==> src/rtl/fpsu_pkg.sv <==
package fpsu_pkg;
  localparam int FLAG_W   = 5;
  localparam int NUM_CC   = 4;
  localparam int SEL_W    = $clog2(NUM_CC);
  localparam int CUR_LSB  = 0;
  localparam int ACC_LSB  = CUR_LSB + FLAG_W;
  localparam int CC0_LSB  = 10;
  localparam int KIND_LSB = 14;
  localparam int KIND_W   = 3;
  localparam int ENA_LSB  = 23;
  localparam int RND_LSB  = 30;
  localparam int RND_W    = 2;
  localparam int NUM_RND  = 1 << RND_W;
  localparam int CCX_LSB  = CC0_LSB + 22;
  localparam int STAT_W   = CCX_LSB + 2 * (NUM_CC - 1);
  localparam int NV_BIT   = FLAG_W - 1;

  localparam logic [KIND_W-1:0] KIND_IEEE = 3'd1;

  typedef enum logic [1:0] {
    REL_EQ = 2'd0,
    REL_LT = 2'd1,
    REL_GT = 2'd2,
    REL_UN = 2'd3
  } rel_e;

  function automatic int cc_lsb(input int idx);
    return (idx == 0) ? CC0_LSB : CCX_LSB + 2 * (idx - 1);
  endfunction
endpackage

==> src/rtl/fpsu_exc.sv <==
module fpsu_exc
  import fpsu_pkg::*;
(
  input  logic [STAT_W-1:0] stat_i,
  input  logic [FLAG_W-1:0] flags_i,
  output logic [STAT_W-1:0] stat_o,
  output logic              fire_o
);
  logic [FLAG_W-1:0] ena;
  assign ena    = stat_i[ENA_LSB +: FLAG_W];
  assign fire_o = |(flags_i & ena);

  always_comb begin
    stat_o = stat_i;
    stat_o[CUR_LSB +: FLAG_W] = flags_i;
    if (fire_o) begin
      stat_o[KIND_LSB +: KIND_W] = KIND_IEEE;
    end else begin
      stat_o[ACC_LSB +: FLAG_W] = stat_i[ACC_LSB +: FLAG_W] | flags_i;
    end
  end
endmodule

==> src/rtl/fpsu_cmp.sv <==
module fpsu_cmp
  import fpsu_pkg::*;
(
  input  logic [STAT_W-1:0] stat_i,
  input  logic [1:0]        rel_i,
  input  logic [SEL_W-1:0]  sel_i,
  input  logic              signal_i,
  output logic [STAT_W-1:0] stat_o,
  output logic              fire_o
);
  rel_e       rel;
  logic [1:0] pair;
  logic       unord;

  assign rel   = rel_e'(rel_i);
  assign unord = (rel == REL_UN);

  always_comb begin
    unique case (rel)
      REL_UN:  pair = 2'b11;
      REL_LT:  pair = 2'b01;
      REL_GT:  pair = 2'b10;
      default: pair = 2'b00;
    endcase
  end

  assign fire_o = unord & (stat_i[ENA_LSB + NV_BIT] | signal_i);

  always_comb begin
    stat_o = stat_i;
    for (int i = 0; i < NUM_CC; i++) begin
      if (sel_i == SEL_W'(i)) stat_o[cc_lsb(i) +: 2] = pair;
    end
    if (unord) begin
      if (fire_o) begin
        stat_o[CUR_LSB + NV_BIT]   = 1'b1;
        stat_o[KIND_LSB +: KIND_W] = KIND_IEEE;
      end else begin
        stat_o[ACC_LSB + NV_BIT] = 1'b1;
      end
    end
  end
endmodule

==> src/rtl/fpsu_rnd.sv <==
module fpsu_rnd
  import fpsu_pkg::*;
(
  input  logic [RND_W-1:0]   rd_i,
  output logic [NUM_RND-1:0] mode_o
);
  for (genvar g = 0; g < NUM_RND; g++) begin : g_mode
    assign mode_o[g] = (rd_i == RND_W'(g));
  end
endmodule

==> src/rtl/fpsu_top.sv <==
module fpsu_top
  import fpsu_pkg::*;
(
  input  logic              clk,
  input  logic              rst_n,
  input  logic              sw_we,
  input  logic [STAT_W-1:0] sw_wdata,
  input  logic              op_valid,
  input  logic [FLAG_W-1:0] op_flags,
  input  logic              cmp_valid,
  input  logic [1:0]        cmp_rel,
  input  logic [SEL_W-1:0]  cmp_sel,
  input  logic              cmp_signal,
  output logic [STAT_W-1:0] stat_q,
  output logic              trap_req,
  output logic [NUM_RND-1:0] round_mode
);
  logic [1:0]        rst_sync_q;
  logic              rst_ok;
  logic [STAT_W-1:0] stat_r, stat_d, exc_stat, cmp_stat;
  logic              stat_en, trap_r, trap_d, exc_fire, cmp_fire;

  // reset asserts at once, releases on a clock edge
  always_ff @(posedge clk or negedge rst_n) begin
    if (!rst_n) rst_sync_q <= 2'b00;
    else        rst_sync_q <= {rst_sync_q[0], 1'b1};
  end
  assign rst_ok = rst_sync_q[1];

  fpsu_exc u_exc (
    .stat_i (stat_r),
    .flags_i(op_flags),
    .stat_o (exc_stat),
    .fire_o (exc_fire)
  );

  fpsu_cmp u_cmp (
    .stat_i  (stat_r),
    .rel_i   (cmp_rel),
    .sel_i   (cmp_sel),
    .signal_i(cmp_signal),
    .stat_o  (cmp_stat),
    .fire_o  (cmp_fire)
  );

  fpsu_rnd u_rnd (
    .rd_i  (stat_r[RND_LSB +: RND_W]),
    .mode_o(round_mode)
  );

  always_comb begin
    stat_d  = stat_r;
    stat_en = 1'b0;
    trap_d  = 1'b0;
    if (sw_we) begin
      stat_d  = sw_wdata;
      stat_en = 1'b1;
    end else if (!trap_r) begin
      if (op_valid) begin
        stat_d  = exc_stat;
        stat_en = 1'b1;
        trap_d  = exc_fire;
      end else if (cmp_valid) begin
        stat_d  = cmp_stat;
        stat_en = 1'b1;
        trap_d  = cmp_fire;
      end
    end
  end

  always_ff @(posedge clk or negedge rst_ok) begin
    if (!rst_ok) begin
      stat_r <= '0;
      trap_r <= 1'b0;
    end else begin
      trap_r <= trap_d;
      if (stat_en) stat_r <= stat_d;
    end
  end

  assign stat_q   = stat_r;
  assign trap_req = trap_r;
endmodule

==> config.mk <==
export PLATFORM = sky130hd
export DESIGN_NAME = fpsu_top
export DESIGN_NICKNAME = d
export VERILOG_FILES = /design/src/rtl/fpsu_pkg.sv /design/src/rtl/fpsu_exc.sv /design/src/rtl/fpsu_cmp.sv /design/src/rtl/fpsu_rnd.sv /design/src/rtl/fpsu_top.sv
export SDC_FILE = /design/constraint.sdc
export NUM_CORES = 1
export LEC_CHECK = 0
export ABC_AREA = 1
export BUFFER_PORTS_ARGS = -buffer_cell sky130_fd_sc_hd__buf_2
export CAP_MARGIN = 5
export CORE_MARGIN = 5
export CORE_UTILIZATION = 48
export CTS_BUF_LIST = sky130_fd_sc_hd__clkbuf_4 sky130_fd_sc_hd__clkbuf_8
export DETAILED_ROUTE_END_ITERATION = 12
export PLACE_DENSITY = 0.81
export SLEW_MARGIN = 20
export SYNTH_ARGS = -nofsm -noshare
export SYNTH_HDL_FRONTEND = slang
export SYNTH_SLANG_ARGS = --single-unit
==> constraint.sdc <==
create_clock -name clk -period 1.7 [get_ports clk]
set_input_delay 0.17 -clock clk [delete_from_list [all_inputs] [get_ports clk]]
set_output_delay 0.17 -clock clk [all_outputs]
set_load 0.005 [all_outputs]
Word-level counts from Yosys, hierarchy flattened
Cells that the tools add are included.
- memory bits (writable): 0
- bits of input ports: 53
- output and inout bits: 43
- memories: 0
- latch bits: 0
- bits in read-only memories: 0
- bits in registers: 41
- divide/modulo/power cells: 0
- add/subtract/negate cells: 0
- bitwise gates (word level): 4
- equal/unequal tests: 15
- multiplexer cells: 25
- order comparisons: 0
- reduce and logical (&&, ||, !) cells: 22
- $mul: 0
- shifts and indexed selects: 0
- operator list (kind ; number):
    two-way mux 38 bit ; 4
    AND reduction 5 bit ; 5
    == test 2 bit (second input constant) ; 6
    two-way mux 1 bit ; 12
    AND reduction 6 bit ; 2
    nonzero test 2 bit ; 6
    two-way mux 3 bit ; 3
    nonzero test 3 bit ; 3
    two-way mux 2 bit ; 4
    == test 2 x 1 -> 1 bit (second input constant) ; 3
    inequality test 2 bit (second input constant) ; 3
    inequality test 3 bit (second input constant) ; 2
    one-hot mux 2 bit (3 select lines) ; 1
    AND 5 bit ; 1
    two-way mux 5 bit ; 1
    bitwise OR 5 bit ; 1
    OR reduction 5 bit ; 1
    logical NOT 2 bit ; 2
    AND reduction 4 bit ; 1
    inequality test 3 x 2 -> 1 bit (second input constant) ; 1
    AND reduction 3 bit ; 1
    AND reduction 2 bit ; 1
    AND 1 bit ; 1
    bitwise OR 1 bit ; 1

Logic depth before layout (Yosys ltp)
- word-level depth: 8
- depth in mapped cells: 9
- gate-level depth less buffers: 9

By module
A second synthesis with hierarchy kept.
- cells, all modules: 489
- area, all modules: 3243.1 µm²
- by module, submodules not included (module ; times used ; cells an instance ; area an instance (µm²)):
    fpsu_top ; 1 ; 344 ; 2446.1
    fpsu_cmp ; 1 ; 77 ; 387.9
    fpsu_exc ; 1 ; 61 ; 382.9
    fpsu_rnd ; 1 ; 7 ; 26.3

Worst setup path before layout
Ideal clock, no wire load.
- kind: register -> register
- start: register stat_r[24], in the netlist stat_q[24]
- end: register stat_r[5], in the netlist stat_q[5]
- period minus slack after synthesis: 1.063 ns
- setup slack: 0.637 ns
- data arrival time: 0.997 ns
- stages on the path, launching flop included: 6
- library setup time: 0.066 ns
- path through: dfrtp_1 > nand2_1 > nand3_1 > o21ai_0 > nand3_1 > nand2_1
- longest elaborated chain between the ends: 4
- ends and longest elaborated chain (element ; line ; RTL):
    start, declared ; fpsu_top.sv:20 ; logic [STAT_W-1:0] stat_r, stat_d, exc_stat, cmp_stat;
    start signal, assigned ; fpsu_top.sv:77 ; if (stat_en) stat_r <= stat_d;
    AND 5 bit ; fpsu_exc.sv:11 ; assign fire_o = |(flags_i & ena);
    OR reduction 5 bit ; fpsu_exc.sv:11 ;
    inequality test 2 bit (no source line) ; n/a ;
    AND reduction 4 bit (no source line) ; n/a ;
No other way between the ends.
A chain may end at the register's enable or synchronous reset.

Worst setup path after layout
- start: register stat_r[24], in the netlist stat_q[24]
- end: register stat_r[6], in the netlist stat_q[6]
The elaborated chain is that of the path after synthesis.

==> metrics.cfg <==
[placement]
io_buffers=95
gp_congestion=0.824
hpwlAfterDp_mm=4.10
dpl_cell_area_mm2=0.00250
post-place-ws_ps=396
dp_cells=403

[detailed_routing]
first_pass_iters=5
vias_per_cell=4.83
wire_per_inst_um=12.6
vias=1990
drt_iter0_markers=73
wirelength_mm=5.20
drc=0
postRouteAntennaNets=0

[sta]
fmax_mhz=750
tightestPinTransition_ps=488
layout_min_cycle_time_ps=1330
whs_ps=72.8
tns_ps=0
setup_slack_ps=367
fin_worst_skew_ps=6.22
rsz0062_at_grt=no
finalCritPeriodShare_pct=78.4
slew_headroom_pct=67.1
setup_viol_count_final=0
hold_viol_final=0
maxSlewViolCount=0

[outcome]
status=finished clean

[worst_setup_path]
path_buf_inv=0
required_ps=1930
critPathMaxFanout=4
endpoint_kind=register
crit_chain=nand2_1 > nand3_1 > o21ai_0 > nand3_1 > nand2_1
cp-start-kind=register
reg2reg_depth=5
path_depth=5
rr_startpoint=stat_q[24]
arrival_ps=1570
path_class=register to register
crit_start=stat_q[24]
cpLargestDelayFamily=simple AND/OR/NAND/NOR gates
critPathMaxStageDelay_ps=430
cp_slowest_cell=o21ai_0

[cts]
htreeDepth=2
cts_buffer_depth=2
cts-root-buf=clkbuf_8
numCtsBuffers=5
clkLatencyLatePin_ps=290
post_cts.repair.setup_buffers=0
cts_tree=done
clkTransAtPathRegs_ps=80
cts_sinks=41

[synth]
ys_ff_latch=41
yosysWarnings=0
ys_types=22
syn_area_per_cell_um2=7.59
syn_area_mm2=0.00200
synth-seq-area-share_pct=51.4
synth_fp_nets=316
synthCells=263

[global_routing]
gr-usage-all-layers_pct=19.3
grt_pass1_wl_mm=8.35
grt_pass1_vias=1974
grtUsageMet2_pct=32.7
grt.overflow.total=0
grtUsageMet1_pct=23.3
grt_start_max_net_pins=28
antenna_found_initial=0
grt-busiest-layer=met2
met3_usage_pct=7.57

[power_and_ir_drop]
leakage_nw=1.59
power.total_mw=2.28
vdd_ir_drop_max_mv=0.557
power.density_mw_per_mm2=877

[layout]
final_common_cell=nand2_1
layoutNonFillerInstCount=412
synthToLayoutAreaGrowth_pct=30.3
postLayoutCellArea_mm2=0.00260
fin_util_pct=64.6
nNetsFinal=414
fillers=400
n_antenna_cell=0
layout_common_cells=nand2_1 (142), buf_2 (95), dfrtp_1 (40)
drive_above_1_share_pct=33.4

[die]
fp.dieArea_mm2=0.00555
die_w_um=74.5
io_pins=96
die_h_um=74.5
start_util_pct=49.6
num_rows=23
core-area_mm2=0.00403

[flow_run]
maxCapViolations=0

[min_path]
worstHoldPathType=primary input to register
hold_depth=3
worstHoldStart=sw_wdata[20]

## worst paths after layout
| path | slack (ps) | to |
|---|---|---|
| worst min-delay path | 70 | stat_q[20] |
| worst max-delay path | 370 | stat_q[6] |
| min in group asynchronous | 190 | rst_sync_q[0] |
| worst min register to register | 220 | stat_q[9] |
| worst max register to register | 370 | stat_q[6] |
| max in group asynchronous | 860 | stat_q[19] |
## synthesized netlist by cell type
master	count	share of area, %
inv_4	1	0.31
nor2_2	1	0.31
nor2_4	2	1.1
inv_1	9	1.7
nand2_4	2	1.1
nand2_1	142	27
inv_2	3	0.56
nor2_1	12	2.3
nand3_1	10	2.5
clkbuf_1	1	0.19
buf_6	2	1.1
a21oi_1	4	1.0
o21ai_0	19	4.8
o21bai_1	1	0.38
conb_1	1	0.19
a22oi_1	2	0.75
dfrtp_1	41	51
buf_2	4	1.0
nor2_8	1	1.0
buf_4	1	0.38
nand2_2	3	0.94
or2_2	1	0.31
## worst register-to-register path, cell delays in order, from the launching register on
cell     delay (ps)
dfrtp_1         410
nand2_1          80
nand3_1         120
o21ai_0         430
nand3_1         150
nand2_1          90
## final cells by class
class | count | area (um^2) | share of cell area [%]
Inverter | 13 | 51.3 | 1.97
Timing Repair Buffer | 99 | 508 | 19.5
Tap cell | 50 | 62.6 | 2.41
Multi-Input combinational cell | 201 | 866 | 33.3
Clock buffer | 6 | 76.3 | 2.93
Sequential cell | 41 | 1030 | 39.5
Clock inverter | 2 | 10.0 | 0.385
## routing by layer
metal  up-vias  wire [um]
met5         -          0
met4         0         38
met3         4        591
met2        89       2420
met1       888       2150
li1       1009          -
## flip-flops by register name, summed over array words and instances, names as in the netlist
register / cells
stat_q: 38
rst_sync_q: 2
trap_req: 1
## cell families after synthesis
kind of cell | count (synthesis) | share of synthesized area (%)
and+or+nand+nor | 174 | 36.3
other | 1 | 0.188
DFF | 41 | 51.4
buffers and inverters | 21 | 5.26
AOI/OAI and AO/OA | 26 | 6.89
## power breakdown
part | switching [mW] | leakage (nW) | internal [mW] | total (mW)
logic | 0.263 | 1.03 | 0.216 | 0.479
registers | 0.0791 | 0.506 | 1.09 | 1.17
clock network | 0.334 | 0.0484 | 0.301 | 0.634
## what timing repair did
action,in CTS,in global routing
resized for setup,0,0
hold endpoints to repair,2,0
hold buffers,1,0
setup endpoints to repair,0,0
Power figures use the tool's default switching activity.
